**src/rtl/spd_pi_pkg.sv**
```systemverilog
// Package: shared sizing helpers for the sampled PI speed controller.
// Assumes: callers pass positive widths.
package spd_pi_pkg;

    // Width needed to hold a signed difference of a signed CW-bit and an
    // unsigned FW-bit operand without overflow.
    function automatic int err_width(input int cw, input int fw);
        return ((cw > fw + 1) ? cw : fw + 1) + 1;
    endfunction

endpackage

```
**src/rtl/spd_pi_tick.sv**
```systemverilog
// Module: programmable sample tick generator.
// Counts down from period-1; tick is high whenever the count is zero, so the
// first tick lands in the first cycle after reset. A period of 0 acts as 1.
// Assumes: period may change at any time; it is picked up at the next reload.
module spd_pi_tick #(
    parameter int PER_W = 20
) (
    input  logic             clk,
    input  logic             rst_n,
    input  logic [PER_W-1:0] period,
    output logic             tick
);
    logic [PER_W-1:0] cnt_q;

    assign tick = (cnt_q == '0);

    // Reload on tick, otherwise count down toward the next tick.
    always_ff @(posedge clk) begin
        if (!rst_n) begin
            cnt_q <= '0;
        end else if (tick) begin
            cnt_q <= (period == '0) ? '0 : period - PER_W'(1);
        end else begin
            cnt_q <= cnt_q - PER_W'(1);
        end
    end
endmodule

```
**src/rtl/spd_pi_scale.sv**
```systemverilog
// Module: error former and gain scaler (combinational).
// Forms err = cmd - (+/-fb_mag), multiplies by the unsigned gain and divides
// by 2^GAIN_W-1 on the magnitude, then restores the sign, so rounding is
// symmetric about zero. ROUND_EN selects round-to-nearest or truncation.
// Assumes: |result| <= |err| since gain <= full scale, so EW bits suffice.
module spd_pi_scale
    import spd_pi_pkg::*;
#(
    parameter int CMD_W    = 9,
    parameter int FB_W     = 8,
    parameter int GAIN_W   = 8,
    parameter bit ROUND_EN = 1'b1,
    localparam int EW      = err_width(CMD_W, FB_W)
) (
    input  logic signed [CMD_W-1:0] cmd,
    input  logic        [FB_W-1:0]  fb_mag,
    input  logic                    fb_dir,
    input  logic        [GAIN_W-1:0] gain,
    output logic signed [EW-1:0]    scaled
);
    localparam int PW = EW + GAIN_W + 1;
    localparam logic [PW-1:0] DIV  = PW'((2 ** GAIN_W) - 1);
    localparam logic [PW-1:0] HALF = PW'(((2 ** GAIN_W) - 2) / 2);

    logic signed [EW-1:0] cmd_x, fb_pos, fb_s, err;
    logic signed [PW-1:0] err_x, gain_x, prod;
    logic        [PW-1:0] mag;
    logic        [EW-1:0] mag_q;
    logic                 neg;

    // Sign the feedback from the direction bit and form the error.
    always_comb begin
        cmd_x  = {{(EW-CMD_W){cmd[CMD_W-1]}}, cmd};
        fb_pos = $signed({{(EW-FB_W){1'b0}}, fb_mag});
        fb_s   = fb_dir ? fb_pos : -fb_pos;
        err    = cmd_x - fb_s;
    end

    // Multiply by the gain numerator and split into sign and magnitude.
    always_comb begin
        err_x  = {{(PW-EW){err[EW-1]}}, err};
        gain_x = $signed({{(PW-GAIN_W){1'b0}}, gain});
        prod   = err_x * gain_x;
        neg    = prod[PW-1];
        mag    = neg ? $unsigned(-prod) : $unsigned(prod);
    end

    // Divide the magnitude by full scale, rounding or truncating.
    generate
        if (ROUND_EN) begin : g_round
            assign mag_q = EW'((mag + HALF) / DIV);
        end else begin : g_trunc
            assign mag_q = EW'(mag / DIV);
        end
    endgenerate

    // Reapply the sign.
    assign scaled = neg ? -$signed(mag_q) : $signed(mag_q);
endmodule

```
**src/rtl/spd_pi_accum.sv**
```systemverilog
// Module: integrator, limiter and DAC offset stage.
// On tick: sum = scaled + (integ_en ? stored drive : 0), limited to the
// signed DAC_W range, stored, and emitted as offset binary with a strobe.
// Assumes: ACC_W > QW so the unlimited sum cannot overflow, and ACC_W > DAC_W.
module spd_pi_accum #(
    parameter int QW    = 10,
    parameter int ACC_W = 12,
    parameter int DAC_W = 8
) (
    input  logic                clk,
    input  logic                rst_n,
    input  logic                tick,
    input  logic                integ_en,
    input  logic signed [QW-1:0] scaled,
    output logic [DAC_W-1:0]    dac,
    output logic                valid
);
    localparam logic signed [ACC_W-1:0] HI = ACC_W'((2 ** (DAC_W-1)) - 1);
    localparam logic signed [ACC_W-1:0] LO = ACC_W'(-(2 ** (DAC_W-1)));

    logic signed [ACC_W-1:0] acc_q, prev_x, q_x, sum, lim;
    logic        [DAC_W-1:0] word;

    // Build the recursion sum and hold it inside the DAC range.
    always_comb begin
        prev_x = integ_en ? acc_q : '0;
        q_x    = {{(ACC_W-QW){scaled[QW-1]}}, scaled};
        sum    = prev_x + q_x;
        if (sum > HI)      lim = HI;
        else if (sum < LO) lim = LO;
        else               lim = sum;
        word   = {~lim[DAC_W-1], lim[DAC_W-2:0]};
    end

    // Register the limited drive, the DAC word and the strobe on each tick.
    always_ff @(posedge clk) begin
        if (!rst_n) begin
            acc_q <= '0;
            dac   <= {1'b1, {(DAC_W-1){1'b0}}};
            valid <= 1'b0;
        end else begin
            valid <= tick;
            if (tick) begin
                acc_q <= lim;
                dac   <= word;
            end
        end
    end
endmodule

```
**src/rtl/spd_pi_ctrl.sv**
```systemverilog
// Module: sampled proportional-integral speed controller, top level.
// Ties the tick generator, the error scaler and the accumulator together.
// Assumes: inputs are stable in the tick cycle; reset is synchronous.
module spd_pi_ctrl
    import spd_pi_pkg::*;
#(
    parameter int PER_W    = 20,
    parameter int CMD_W    = 9,
    parameter int FB_W     = 8,
    parameter int GAIN_W   = 8,
    parameter int DAC_W    = 8,
    parameter int ACC_W    = 12,
    parameter bit ROUND_EN = 1'b1
) (
    input  logic                    clk,
    input  logic                    rst_n,
    input  logic [PER_W-1:0]        period_cyc,
    input  logic signed [CMD_W-1:0] cmd,
    input  logic [FB_W-1:0]         fb_mag,
    input  logic                    fb_dir,
    input  logic [GAIN_W-1:0]       gain,
    input  logic                    integ_en,
    output logic [DAC_W-1:0]        dac_out,
    output logic                    dac_valid
);
    localparam int EW = err_width(CMD_W, FB_W);

    logic                 tick;
    logic signed [EW-1:0] scaled;

    spd_pi_tick #(.PER_W(PER_W)) u_tick (
        .clk    (clk),
        .rst_n  (rst_n),
        .period (period_cyc),
        .tick   (tick)
    );

    spd_pi_scale #(
        .CMD_W(CMD_W), .FB_W(FB_W), .GAIN_W(GAIN_W), .ROUND_EN(ROUND_EN)
    ) u_scale (
        .cmd    (cmd),
        .fb_mag (fb_mag),
        .fb_dir (fb_dir),
        .gain   (gain),
        .scaled (scaled)
    );

    spd_pi_accum #(.QW(EW), .ACC_W(ACC_W), .DAC_W(DAC_W)) u_accum (
        .clk      (clk),
        .rst_n    (rst_n),
        .tick     (tick),
        .integ_en (integ_en),
        .scaled   (scaled),
        .dac      (dac_out),
        .valid    (dac_valid)
    );
endmodule

```
**config.mk**
```make
export PLATFORM = sky130hd
export DESIGN_NAME = spd_pi_ctrl
export DESIGN_NICKNAME = d
export VERILOG_FILES = /design/src/rtl/spd_pi_pkg.sv /design/src/rtl/spd_pi_tick.sv /design/src/rtl/spd_pi_scale.sv /design/src/rtl/spd_pi_accum.sv /design/src/rtl/spd_pi_ctrl.sv
export SDC_FILE = /design/constraint.sdc
export NUM_CORES = 1
export LEC_CHECK = 0
export BUFFER_PORTS_ARGS = -buffer_cell sky130_fd_sc_hd__buf_2
export CAP_MARGIN = 20
export CORE_AREA = 2 2 133 135
export DETAILED_ROUTE_END_ITERATION = 7
export DIE_AREA = 0 0 135 137
export PLACE_DENSITY_LB_ADDON = 0.12
export SLEW_MARGIN = 5
export SYNTH_ARGS = -nofsm -noshare
export SYNTH_HDL_FRONTEND = slang
export SYNTH_SLANG_ARGS = --single-unit
```
**constraint.sdc**
```tcl
create_clock -name clk -period 25.5 [get_ports clk]
set_input_delay 1.275 -clock clk [delete_from_list [all_inputs] [get_ports clk]]
set_output_delay 1.275 -clock clk [all_outputs]
set_load 0.01 [all_outputs]
```
==> run metrics <==
Setup WS post-layout=3650 ps; vias in the first global route=9907; wire length on met1=12.0 mm; Max Clock Freq=45.8 MHz; clk_lat worst skew=270 ps; setup violators final=0; die height=137 µm; Reg-to-Reg Start=u_accum.acc_q[1]$_SDFFE_PN0P_; RD Place Congestion=0.940; Max Used Layer=met4; layout cells sized above 1=9.70%; Met3 Routed Length=1.22 mm; # port buffers=57; CTS resizes=0; Core Area=0.0171 mm²; antenna violations before repair=0; Crit path top cell by count=a21o_1; Final HPWL DP=21.7 mm; starting density of the core=63.5%; Ys Warns=0; Cells after Synth=1459; Synth Area per Inst=7.42 µm²; Die W=135 µm; Syn Nets=1644; total number of vias=10500; clock period minus worst slack=21850 ps; crit start category=primary input; Total Wirelength=26.5 mm; Worst Setup Slack post-DPL=3160 ps; Post-synth EDFFs=0; Worst R2R End=u_accum.acc_q[2]$_SDFFE_PN0P_; CTS tree=yes; Final TNS setup=0 ps; ranking of synthesized cells by area=fa_1 (13%), ha_1 (7.9%), xnor2_1 (6.8%); mapped cell area=0.0108 mm²; Worst Skew=2.84 ps; n_diodes=0; Longest Clk Path Bufs=2; Boundary Pins=58; Setup crit end=u_accum.acc_q[2]$_SDFFE_PN0P_; critical path's largest stage delay=570 ps; first-pass GRT wire length=45.5 mm; Setup CP Type=primary input to flop; crit path from=fb_mag[0]; drt wl/cell=15.6 µm; final worst-path cycle share=85.7%; cts bufs inserted=5; Worst Tran Pin Value=985 ps; vias per cell=6.19; maxcap violations=0; top_reg_cell synth=dfxtp_1; required time worst endpoint=25700 ps; drt initial violations=610; Final ANT Viol Nets=0; number of iterations in the first detailed-routing pass=5; htree depth=2; r2r setup slk=21190 ps; Hold-fix buffers, CTS=0; hold slack final=487 ps; setup bufs post-CTS=0; most common cell after layout, fill and taps aside=inv_1; unrepaired setup endpoints after global routing=false; FF-to-FF path depth=21; CP max-delay cell=nor3_2; crit-path max FO=14; clk slew on worst S/H paths=50 ps; grt ovf=0; met2 wire length=12.8 mm; Final nets=1659; DRC=0; most frequent cells in the layout=inv_1 (134), nand2_1 (131), nor2_1 (107), a21oi_1 (84), xnor2_1 (83); Yosys cell types=109; die area=0.0185 mm²; Rel. slew slack=33.8%; Slew Limit Fails=0; final hold vios=0; row cnt=48; status=complete, no violations; Root Driver=clkbuf_16; Syn-to-layout area delta=4.59%; largest area contributor in the netlist=fa_1; fraction of registers with async set/reset=0%; global-route usage over all layers=29.2%; CTS sink count=34; #FFs+latches synth=34; sequential area share after synthesis=6.28%; HP Class=flop to flop; largest net degree at the start of global routing=37; CP Capture Type=flop; Worst Path Arrival=22050 ps; top-area cell type share of the netlist area=12.6%
cells in the mapped netlist (6+ instances only):
master and count:
dfxtp_1 34, or4_1 10, buf_4 8, o211ai_1 13
nand3_1 36, fa_1 68, nor3_1 45, o21a_1 16
and3_1 8, a21o_1 27, nor3_2 7, xor2_1 45
or2_2 11, a21oi_1 84, o31ai_1 14, inv_1 134
nand2_1 131, or3_1 16, nor4_1 15, o21ai_1 12
nand2b_1 19, nor3b_1 8, xnor2_1 84, nor2_1 107
nand4_1 13, nand3b_1 7, o21ai_0 71, buf_2 11
a31oi_1 23, mux2i_1 11, clkbuf_1 31, o22ai_1 6
a211oi_1 14, ha_1 68, nor2b_1 26, and2_1 68
sequential cells by signal, summed over array words and instances (netlist names):
| register | count |
|---|---|
| u_tick.cnt_q | 20 |
| u_accum.acc_q | 12 |
| u_accum.valid | 1 |
| u_accum.dac | 1 |
per-layer routing:
layer / vias up / GRT usage (%)
met3: 44 / 2.37
met4: 0 / 7.12
met2: 319 / 51.3
met5: - / 0
li1: 5213 / -
met1: 4935 / 39.0
final cells by class:
class | instances | area [µm²]
clock buffers | 7 | 133
inverters | 135 | 507
fillers | 1532 | 5730
multi-input cells | 1234 | 9390
well taps | 225 | 282
flip-flops and latches | 34 | 681
repair buffers | 64 | 333
worst min-delay path by stage:
stage,slack [ps],from,cells past startpoint,end
finish,490,u_accum.acc_q[9]$_SDFFE_PN0P_,1,u_accum.acc_q[9]$_SDFFE_PN0P_
floorplan,460,u_accum.acc_q[8]$_SDFFE_PN0P_,1,u_accum.acc_q[8]$_SDFFE_PN0P_
global route,520,u_accum.acc_q[8]$_SDFFE_PN0P_,1,u_accum.acc_q[8]$_SDFFE_PN0P_
detailed placement,480,u_accum.acc_q[9]$_SDFFE_PN0P_,1,u_accum.acc_q[9]$_SDFFE_PN0P_
global placement,470,u_accum.acc_q[8]$_SDFFE_PN0P_,1,u_accum.acc_q[8]$_SDFFE_PN0P_
CTS,490,u_accum.acc_q[9]$_SDFFE_PN0P_,1,u_accum.acc_q[9]$_SDFFE_PN0P_
through the flow:
stage	util (%)	std cells	area, µm²
after floorplan	-	1459	10800
after global placement	65.6	1690	11200
after detailed placement	65.6	1690	11200
after CTS	66.4	1697	11300
after global routing	66.4	1699	11300
final	66.4	1699	11300
critical path, delay by kind of cell:
kind / cells / cell delay (ps)
AOI/OAI and AO/OA: 33 / 7330
buffers and inverters: 7 / 500
and+or+nand+nor: 20 / 4950
xor gates and xnor gates: 10 / 2320
muxes: 4 / 1170
adders and majority gates: 12 / 4480
cells by family after synthesis:
logic type	Yosys count	synth area share, %
XOR/XNOR	132	11.0
multiplexers	16	1.64
adder cells (fa/ha/maj)	136	20.4
buffers and inverters	191	7.23
flip-flops	34	6.28
AO/OA/AOI/OAI	379	24.7
AND/OR/NAND/NOR	571	28.7
Power is not shown: default switching activity piles up to over one toggle a cycle in this logic, so the estimate is an artifact.
